[config.mk]
export PLATFORM = sky130hd
export DESIGN_NAME = sysctl_regfile
export DESIGN_NICKNAME = d
export VERILOG_FILES = /design/src/rtl/sysctl_pkg.sv /design/src/rtl/sysctl_gated_reg.sv /design/src/rtl/sysctl_setclr_reg.sv /design/src/rtl/sysctl_irq_src.sv /design/src/rtl/sysctl_regfile.sv
export SDC_FILE = /design/constraint.sdc
export NUM_CORES = 1
export LEC_CHECK = 0
export BUFFER_PORTS_ARGS = -buffer_cell sky130_fd_sc_hd__buf_4
export CORE_MARGIN = 4
export CORE_UTILIZATION = 30
export DETAILED_ROUTE_END_ITERATION = 16
export PLACE_DENSITY_LB_ADDON = 0.05
export SYNTH_ARGS = -nofsm -noshare
export SYNTH_HDL_FRONTEND = slang
export SYNTH_SLANG_ARGS = --single-unit
[constraint.sdc]
create_clock -name clk -period 2.5 [get_ports clk]
set_input_delay 0.5 -clock clk [delete_from_list [all_inputs] [get_ports clk]]
set_output_delay 0.5 -clock clk [all_outputs]
set_load 0.005 [all_outputs]
[src/rtl/sysctl_pkg.sv]
package sysctl_pkg;
  localparam int DW = 32;

  // word indices (decoded by software, so fixed)
  localparam logic [31:0] IX_ID      = 32'd0;
  localparam logic [31:0] IX_PROC    = 32'd1;
  localparam logic [31:0] IX_OSC     = 32'd2;
  localparam logic [31:0] IX_CTRL    = 32'd3;
  localparam logic [31:0] IX_STAT    = 32'd4;
  localparam logic [31:0] IX_LOCK    = 32'd5;
  localparam logic [31:0] IX_AUX     = 32'd7;
  localparam logic [31:0] IX_SDRAM   = 32'd8;
  localparam logic [31:0] IX_INIT    = 32'd9;
  localparam logic [31:0] IX_RCNT    = 32'd10;
  localparam logic [31:0] IX_FLG_S   = 32'd12;
  localparam logic [31:0] IX_FLG_C   = 32'd13;
  localparam logic [31:0] IX_NVF_S   = 32'd14;
  localparam logic [31:0] IX_NVF_C   = 32'd15;
  localparam logic [31:0] IX_IRQ_ST  = 32'd16;
  localparam logic [31:0] IX_RAW_A   = 32'd17;
  localparam logic [31:0] IX_IEN_S   = 32'd18;
  localparam logic [31:0] IX_IEN_C   = 32'd19;
  localparam logic [31:0] IX_SW_S    = 32'd20;
  localparam logic [31:0] IX_SW_C    = 32'd21;
  localparam logic [31:0] IX_FIQ_ST  = 32'd24;
  localparam logic [31:0] IX_RAW_B   = 32'd25;
  localparam logic [31:0] IX_FEN_S   = 32'd26;
  localparam logic [31:0] IX_FEN_C   = 32'd27;

  localparam logic [15:0] UNLOCK_KEY = 16'hA05F;
  localparam logic [31:0] ID_VAL     = 32'h411A_3001;
  localparam logic [31:0] STAT_VAL   = 32'h0010_0000;
  localparam logic [31:0] OSC_RST    = 32'h0100_0048;
  localparam logic [31:0] AUX_RST    = 32'h0007_FEFF;
  localparam logic [31:0] INIT_RST   = 32'h0000_0112;
  localparam logic [31:0] SDRAM_BASE = 32'h0001_1122;

  // control word bit positions
  localparam int CB_LED   = 0;
  localparam int CB_REMAP = 2;
  localparam int CB_RST   = 3;

  function automatic logic [31:0] sdram_rst(input int mem_mb);
    logic [31:0] sz;
    if (mem_mb >= 256)      sz = 32'h10;
    else if (mem_mb >= 128) sz = 32'h0C;
    else if (mem_mb >= 64)  sz = 32'h08;
    else if (mem_mb >= 32)  sz = 32'h04;
    else                    sz = 32'h00;
    return SDRAM_BASE | sz;
  endfunction
endpackage

[src/rtl/sysctl_gated_reg.sv]
module sysctl_gated_reg #(
  parameter int          DW      = 32,
  parameter logic [DW-1:0] RST_VAL = '0
) (
  input  logic          clk,
  input  logic          rst,
  input  logic          we,
  input  logic          allow,
  input  logic [DW-1:0] wd,
  output logic [DW-1:0] q
);
  always_ff @(posedge clk) begin
    if (rst)               q <= RST_VAL;
    else if (we && allow)  q <= wd;
  end
endmodule

[src/rtl/sysctl_setclr_reg.sv]
module sysctl_setclr_reg #(
  parameter int DW = 32
) (
  input  logic          clk,
  input  logic          rst,
  input  logic          set_we,
  input  logic          clr_we,
  input  logic [DW-1:0] wd,
  output logic [DW-1:0] q
);
  always_ff @(posedge clk) begin
    if (rst)         q <= '0;
    else if (set_we) q <= q | wd;
    else if (clr_we) q <= q & ~wd;
  end
endmodule

[src/rtl/sysctl_irq_src.sv]
module sysctl_irq_src #(
  parameter int DW = 32
) (
  input  logic          clk,
  input  logic          rst,
  input  logic          ien_set_we,
  input  logic          ien_clr_we,
  input  logic          fen_set_we,
  input  logic          fen_clr_we,
  input  logic          sw_set_we,
  input  logic          sw_clr_we,
  input  logic [DW-1:0] wd,
  output logic [DW-1:0] raw,
  output logic [DW-1:0] ien,
  output logic [DW-1:0] fen,
  output logic          irq_o,
  output logic          fiq_o
);
  logic soft_q;

  sysctl_setclr_reg #(.DW(DW)) u_ien (
    .clk(clk), .rst(rst), .set_we(ien_set_we), .clr_we(ien_clr_we),
    .wd(wd), .q(ien));

  sysctl_setclr_reg #(.DW(DW)) u_fen (
    .clk(clk), .rst(rst), .set_we(fen_set_we), .clr_we(fen_clr_we),
    .wd(wd), .q(fen));

  always_ff @(posedge clk) begin
    if (rst)                     soft_q <= 1'b0;
    else if (sw_set_we && wd[0]) soft_q <= 1'b1;
    else if (sw_clr_we && wd[0]) soft_q <= 1'b0;
  end

  assign raw = {{(DW-1){1'b0}}, soft_q};

  always_ff @(posedge clk) begin
    if (rst) begin
      irq_o <= 1'b0;
      fiq_o <= 1'b0;
    end else begin
      irq_o <= |(raw & ien);
      fiq_o <= |(raw & fen);
    end
  end
endmodule

[src/rtl/sysctl_regfile.sv]
module sysctl_regfile
  import sysctl_pkg::*;
#(
  parameter int ADDR_W = 8,
  parameter int MEM_MB = 256
) (
  input  logic              clk,
  input  logic              rst,
  input  logic              tick_i,
  input  logic              wr_en_i,
  input  logic [ADDR_W-1:0] addr_i,
  input  logic [DW-1:0]     wdata_i,
  output logic [DW-1:0]     rdata_o,
  output logic              rst_req_o,
  output logic              remap_o,
  output logic              led_o,
  output logic              irq_o,
  output logic              fiq_o
);
  localparam int IDX_W = ADDR_W - 2;
  localparam int NKEY  = 4;
  localparam int NSC   = 2;

  localparam logic [31:0]   KIX   [NKEY] = '{IX_OSC, IX_AUX, IX_SDRAM, IX_INIT};
  localparam logic [DW-1:0] KRST  [NKEY] = '{OSC_RST, AUX_RST, sdram_rst(MEM_MB), INIT_RST};
  localparam bit            KGATE [NKEY] = '{1'b1, 1'b1, 1'b0, 1'b0};
  localparam logic [31:0]   SIX   [NSC]  = '{IX_FLG_S, IX_NVF_S};
  localparam logic [31:0]   CIX   [NSC]  = '{IX_FLG_C, IX_NVF_C};

  logic            aligned;
  logic [31:0]     idx32;
  logic            wr_ok;
  logic [15:0]     lock_q;
  logic            unlocked;
  logic [DW-1:0]   keyed_q [NKEY];
  logic [DW-1:0]   sc_q    [NSC];
  logic [DW-1:0]   cnt_q;
  logic            led_q, remap_q;
  logic [DW-1:0]   raw_w, ien_w, fen_w;
  logic [DW-1:0]   rd_next;

  assign aligned  = (addr_i[1:0] == 2'b00);
  assign idx32    = 32'(addr_i[ADDR_W-1:2]);
  assign wr_ok    = wr_en_i && aligned;
  assign unlocked = (lock_q == UNLOCK_KEY);

  // lock key
  always_ff @(posedge clk) begin
    if (rst)                          lock_q <= '0;
    else if (wr_ok && idx32 == IX_LOCK) lock_q <= wdata_i[15:0];
  end

  // plain and key-gated words
  for (genvar g = 0; g < NKEY; g++) begin : g_word
    sysctl_gated_reg #(.DW(DW), .RST_VAL(KRST[g])) u_word (
      .clk(clk), .rst(rst),
      .we(wr_ok && idx32 == KIX[g]),
      .allow(KGATE[g] ? unlocked : 1'b1),
      .wd(wdata_i), .q(keyed_q[g]));
  end

  // flag words with set/clear aliases
  for (genvar g = 0; g < NSC; g++) begin : g_flag
    sysctl_setclr_reg #(.DW(DW)) u_flag (
      .clk(clk), .rst(rst),
      .set_we(wr_ok && idx32 == SIX[g]),
      .clr_we(wr_ok && idx32 == CIX[g]),
      .wd(wdata_i), .q(sc_q[g]));
  end

  // control word and reset pulse
  always_ff @(posedge clk) begin
    if (rst) begin
      led_q     <= 1'b0;
      remap_q   <= 1'b0;
      rst_req_o <= 1'b0;
    end else begin
      rst_req_o <= wr_ok && idx32 == IX_CTRL && wdata_i[CB_RST];
      if (wr_ok && idx32 == IX_CTRL) begin
        led_q   <= wdata_i[CB_LED];
        remap_q <= wdata_i[CB_REMAP];
      end
    end
  end
  assign led_o   = led_q;
  assign remap_o = remap_q;

  // reference counter
  always_ff @(posedge clk) begin
    if (rst)         cnt_q <= '0;
    else if (tick_i) cnt_q <= cnt_q + 1'b1;
  end

  sysctl_irq_src #(.DW(DW)) u_irq (
    .clk(clk), .rst(rst),
    .ien_set_we(wr_ok && idx32 == IX_IEN_S),
    .ien_clr_we(wr_ok && idx32 == IX_IEN_C),
    .fen_set_we(wr_ok && idx32 == IX_FEN_S),
    .fen_clr_we(wr_ok && idx32 == IX_FEN_C),
    .sw_set_we (wr_ok && idx32 == IX_SW_S),
    .sw_clr_we (wr_ok && idx32 == IX_SW_C),
    .wd(wdata_i), .raw(raw_w), .ien(ien_w), .fen(fen_w),
    .irq_o(irq_o), .fiq_o(fiq_o));

  // read mux
  always_comb begin
    rd_next = '0;
    if (aligned) begin
      case (idx32)
        IX_ID:     rd_next = ID_VAL;
        IX_OSC:    rd_next = keyed_q[0];
        IX_CTRL:   rd_next = {28'b0, 1'b0, remap_q, 1'b0, led_q};
        IX_STAT:   rd_next = STAT_VAL;
        IX_LOCK:   rd_next = unlocked ? {15'b0, 1'b1, lock_q} : {16'b0, lock_q};
        IX_AUX:    rd_next = keyed_q[1];
        IX_SDRAM:  rd_next = keyed_q[2];
        IX_INIT:   rd_next = keyed_q[3];
        IX_RCNT:   rd_next = cnt_q;
        IX_FLG_S:  rd_next = sc_q[0];
        IX_NVF_S:  rd_next = sc_q[1];
        IX_IRQ_ST: rd_next = raw_w & ien_w;
        IX_RAW_A:  rd_next = raw_w;
        IX_IEN_S:  rd_next = ien_w;
        IX_SW_S:   rd_next = raw_w & 32'h1;
        IX_FIQ_ST: rd_next = raw_w & fen_w;
        IX_RAW_B:  rd_next = raw_w;
        IX_FEN_S:  rd_next = fen_w;
        default:   rd_next = '0;
      endcase
    end
  end

  always_ff @(posedge clk) begin
    if (rst) rdata_o <= '0;
    else     rdata_o <= rd_next;
  end
endmodule

# Word level (Yosys, flattened, before mapping)
# Cells that the tools add are included.
# W data, S select, Z words.
word_totals:
  memories: 0
  mem_bits_rw: 0
  in_bits: 44
  latch_bits: 0
  ff_bits: 342
  out_inout_bits: 37
  mem_bits_ro: 0
op_classes:
  bitwise: 12
  n_lt_le_gt_ge: 0
  n_div: 0
  addsub: 1
  shift: 0
  n_reduce_logical: 33
  eq_ne: 23
  n_mul: 0
  mux: 12
op_table:
  columns: ["operator", "n"]
  rows:
  - ["$pmux W32 S16", 1]
  - ["$mux W32", 8]
  - ["$and A32 B32 Y32", 4]
  - ["$or A32 B32 Y32", 4]
  - ["$and A1 B32 Y32", 2]
  - ["$reduce_or A32 Y1", 2]
  - ["$eq A6 B5 Y1 const B", 10]
  - ["$eq A6 B4 Y1 const B", 7]
  - ["$add A32 B1 Y32 const B", 1]
  - ["$logic_not A32 Y1", 1]
  - ["$not A32 Y32", 1]
  - ["$logic_and A1 B1 Y1", 22]
  - ["$eq A6 B3 Y1 const B", 3]
  - ["$mux W17", 1]
  - ["$eq A16 B16 Y1 const B", 1]
  - ["$eq A6 B2 Y1 const B", 2]
  - ["$reduce_bool A2 Y1", 5]
  - ["$reduce_or A3 Y1", 1]
  - ["$logic_not A2 Y1", 1]
  - ["$mux W1", 2]
  - ["$reduce_or A2 Y1", 1]
  - ["$not A1 Y1", 1]

# Longest topological paths before layout
logic_depth:
  ltp_word: 6
  depth_mapped: 8

# By module
# A second synthesis with hierarchy kept.
hier_totals:
  cells_unflattened: 1831
  hier_area_um2: 17316.6
modules_own_cells:
  columns: ["module", "instances", "area_each_um2", "cells_per_inst"]
  rows:
  - ["sysctl_setclr_reg", 4, 1410.1, 137]
  - ["sysctl_regfile", 1, 5634.2, 693]
  - ["sysctl_gated_reg at g_word[0].u_word ...", 2, 1526.5, 143]
  - ["sysctl_gated_reg at g_word[2].u_word", 1, 1343.8, 138]
  - ["sysctl_gated_reg at g_word[1].u_word", 1, 1298.7, 125]
  - ["sysctl_irq_src", 1, 346.6, 41]

# Least setup slack after synthesis
# OpenSTA, ideal clock, no wires.
synth_timing:
  path_kind: "in2reg"
  start: "input addr_i[6]"
  end: "register g_word[1].u_word.q[18]"
  arrival_time_ps: 1957
  path_buffers: 2
  slack_ps: 423
  stages: 6
  cell_sequence: "buf_2 > or4b_1 > nor2_2 > nand3_2 > buf_2 > a211o_1"
synth_via:
  elab_chain_len: 3
synth_lines:
  columns: ["item", "line", "source"]
  rows:
  - ["start: declaration", "sysctl_regfile.sv:11", "input logic [ADDR_W-1:0] addr_i,"]
  - ["$eq A6 B3 Y1", "sysctl_regfile.sv:57", ".we(wr_ok && idx32 == KIX[g]),"]
  - ["$logic_and A1 B1 Y1", "sysctl_regfile.sv:57", null]
  - ["$logic_and A1 B1 Y1", "sysctl_gated_reg.sv:14", "else if (we && allow) q <= wd;"]
  - ["end signal: assignment", "sysctl_gated_reg.sv:14", null]
  - ["end: declaration", "sysctl_gated_reg.sv:10", "output logic [DW-1:0] q"]
# No other way between the ends.
# A chain may end at the register's enable or synchronous reset.

# Worst setup path in the final report
layout_timing:
  start: "register lock_q[11]"
  end: "register g_word[1].u_word.q[18]"
layout_via:
  elab_chain_len: 2
layout_lines:
  columns: ["item", "line", "source"]
  rows:
  - ["start: declaration", "sysctl_regfile.sv:33", "logic [15:0] lock_q;"]
  - ["start signal: assignment", "sysctl_regfile.sv:50", "else if (wr_ok && idx32 == IX_LOCK) lock_q <= wdata_i[15:0];"]
  - ["$eq A16 B16 Y1", "sysctl_regfile.sv:45", "assign unlocked = (lock_q == UNLOCK_KEY);"]
  - ["$logic_and A1 B1 Y1", "sysctl_gated_reg.sv:14", null]
# No other way between the ends.

==> metrics.txt <==
outcome complete, no violations; maximum VDD drop 0.0003341 V; startpoint kind of the worst setup timing path register; Filler Cells Inserted 5,162; net switching power 2870 µW; required time at the endpoint of the critical path 2.94 ns; CP cell instances or4b_1 -> nor4_4 -> nand3_2 -> buf_4 -> a211o_1; Crit-path slowest cell sky130_fd_sc_hd__or4b_1; simple logic cell fraction of the synthesized area 21.39%; fraction of the cycle the final worst path needs 91.67%; number of distinct library cell variants in the gate-level netlist after synthesis 67; FMAX 436.4 MHz; termination of the worst setup path g_word[1].u_word.q[18]$_SDFFE_PP1P_; post-detailed-placement cell area 16,690 µm²; share of power burned in the clock network 50.4%; yosys synthesis warning count 0; number of primary I/O pins 81; number of cells traversed by the worst register-to-register path 5; skew final 0.02223 ns; parity-gate share of the synthesized area counting xor and xnor cells 1.776%; routed wirelength normalized by instance count 23.20 µm; Slew Limit Headroom 46.37%; share of power burned in registers 44.8%; sequential element share of the synthesized area 46.27%; area enclosed by the die boundary 52,940 µm²; fin util 36.97%; die height 230.1 µm; Port-buffer cells 80; fraction of registers with async set or reset after synthesis 0%; maximum fanout encountered on the critical timing path 21; crit path DAT 2.74 ns; number of antenna violations at the first check in global routing 0; CTS tree done; count of final max-slew check failures 0; vias post-DR 13,170; final antenna diode count 0; leakage 0.006559 µW; start-to-end type of the worst setup path reg -> reg; sink count of the clock tree 342; CP endpoint kind register; synthesized instance count 1,777; clock-pin slew reported for the worst setup and hold paths after clock tree synthesis 0.06 ns; pwr dens 675.4 nW/µm²; area delta synth->final 22.06%; unrepaired setup endpoints after global routing no; worst setup path startpoint lock_q[11]$_SDFFE_PP0P_; Crit Reg-Reg Endpoint g_word[1].u_word.q[18]$_SDFFE_PP1P_; Synth Cell Area 14,800 µm²; number of enable flip-flop cells after synthesis 0; number of remaining DRC errors 0; starting utilization of the core area 30.29%; endpoints failing hold 0; last weighted congestion value of the routability-driven placer 0.8201; remaining number of nets flagged by the antenna check after routing 0; post-synthesis share of cell area spent on full adders, half adders and majority gates 0.08456%; dominant combinational cell family by area after synthesis simple AND/OR/NAND/NOR gates; core footprint 48,850 µm²; post-synthesis compound-gate area fraction 17.55%; share of final-layout standard cells stronger than drive strength 1 16.27%; via count of the first global-routing pass 12,960; dominant cell type by area after synthesis sky130_fd_sc_hd__dfxtp_1; CTS hold repair buffers 0; switching power share of the total 23.53%; flip-flop cell with the highest count after synthesis sky130_fd_sc_hd__dfxtp_1; Least-Margin Pin Slew 0.8044 ns; largest net degree at the start of global routing 140; number of vias per cell 5.202; drt first pass iters 6; finished layout cell area 18,060 µm²; Inserted Clock Buffers 41; top library cells by usage in the layout, fill and taps aside sky130_fd_sc_hd__dfxtp_1 (342), sky130_fd_sc_hd__nand2_1 (336), sky130_fd_sc_hd__nor2_1 (214); routed wire length 58,750 µm; cell row count 81; horizontal die dimension 230.1 µm; total power 12,200 µW; ranking of synthesized cells by area sky130_fd_sc_hd__dfxtp_1 (46%), sky130_fd_sc_hd__nand2_1 (8.5%), sky130_fd_sc_hd__a22oi_1 (7.5%); root buffer selected by CTS sky130_fd_sc_hd__clkbuf_16; number of buffers added for setup after CTS 0; fraction of synthesized area in multiplexers 7.509%; global-route wire length before repair 87,460 µm; startpoint of the worst-slack reg-to-reg timing path lock_q[11]$_SDFFE_PP0P_; summed negative setup slack over all endpoints 0 ns; insertion delay to the later sink of the worst-skew pair 0.57 ns; Post-CTS Resized 0; synthesized area divided by synthesized cell count 8.327 µm²; worst hold path type in -> reg; synthesized net count 1,822; HPWL after detailed placement 37,730 µm; synthesis-stage register bit count 342; WHS 0.2392 ns; number of H-tree branching levels 2; First DRT Iteration DRCs 1,161; # Max-Cap Violations 0; crit path time final 2.292 ns; slack of the worst reg-to-reg path 0.21 ns; most common library cell in the layout ignoring fill and taps sky130_fd_sc_hd__dfxtp_1; gr ovfl total 0; share of the synthesized area in the top cell type 46.27%; endpoints failing setup 0; maximum count of clock buffers along a single path 3; Total Routing Usage GR 21.87%; design internal power 9329 µW; combinational group share of total power 4.8%; final-stage net count 1,883; CP peak stage delay 0.61 ns
[metrics by stage]
step | instances | setup WS, ns
floorplan | 1777 | 0.4232
global placement | 2459 | -0.1333
detailed placement | 2459 | -0.1037
CTS | 2532 | 0.2070
global route | 2532 | 0.1176
finish | 2532 | 0.2083
[how the worst min path moves through the flow]
stage / start / endpoint / slack, ns / cells past startpoint
finish: tick_i / cnt_q[0]$_SDFFE_PP0P_ / 0.24 / 3
global route: wdata_i[29] / g_word[3].u_word.q[29]$_SDFFE_PP0P_ / 0.25 / 3
CTS: wdata_i[30] / g_word[3].u_word.q[30]$_SDFFE_PP0P_ / 0.21 / 3
detailed placement: register / register / 0.44 / 2
global placement: register / register / 0.44 / 2
floorplan: register / register / 0.43 / 2
[power groups by stage]
stage | sequential, µW | clock, µW | combinational (µW)
final | 5470 | 6140 | 589
after global routing | 5460 | 6490 | 626
after CTS | 5470 | 6290 | 586
after detailed placement | 5590 | 0 | 584
after global placement | 5590 | 0 | 586
after floorplan | 5580 | 0 | 292
[cells by family after synthesis]
kind of cell | count (synthesis)
DFF | 342
AOI/OAI and AO/OA | 382
adders and majority gates | 1
buffers and inverters | 194
and+or+nand+nor | 720
muxes | 108
xor gates and xnor gates | 30
[metal layers]
| metal | track usage, % | vias up | routed length (µm) |
|---|---|---|---|
| met5 | 0 | - | 0 |
| met1 | 32.77 | 6437 | 29180 |
| met4 | 5.085 | 0 | 1053 |
| met3 | 2.725 | 67 | 2755 |
| met2 | 33.48 | 355 | 25770 |
| li1 | - | 6313 | - |
[cell type report]
cell class	count	area, µm²	area share, %
inverters	25	93.84	0.5196
multi-input cells	1241	7257	40.18
flip-flops and latches	342	6847	37.91
repair buffers	187	1662	9.200
clock inverters	7	88.84	0.4919
clock buffers	66	1282	7.101
well taps	664	830.8	4.600
[critical path: cells and delay by family, from the launching register on]
family / cells / cell delay (ns)
simple gates: 3 / 1.25
flops: 1 / 0.32
compound gates: 1 / 0.32
buf+inv: 1 / 0.27
[synth_stat cells, types with 10 or more instances]
library cell               number
sky130_fd_sc_hd__a211o_1       22
sky130_fd_sc_hd__mux2_2        24
sky130_fd_sc_hd__inv_1         25
sky130_fd_sc_hd__nor3_1        10
sky130_fd_sc_hd__clkbuf_1     117
sky130_fd_sc_hd__nand3_1       63
sky130_fd_sc_hd__a21oi_1      117
sky130_fd_sc_hd__a31oi_1       27
sky130_fd_sc_hd__a221oi_1      14
sky130_fd_sc_hd__buf_2         48
sky130_fd_sc_hd__nand2_1      336
sky130_fd_sc_hd__dfxtp_1      342
sky130_fd_sc_hd__a222oi_1      14
sky130_fd_sc_hd__nor2_1       217
sky130_fd_sc_hd__nand4_1       18
sky130_fd_sc_hd__and3_1        11
sky130_fd_sc_hd__o21ai_0       18
sky130_fd_sc_hd__xor2_1        24
sky130_fd_sc_hd__a22oi_1      148
sky130_fd_sc_hd__mux2i_1       84
Power figures use the tool's default switching activity.
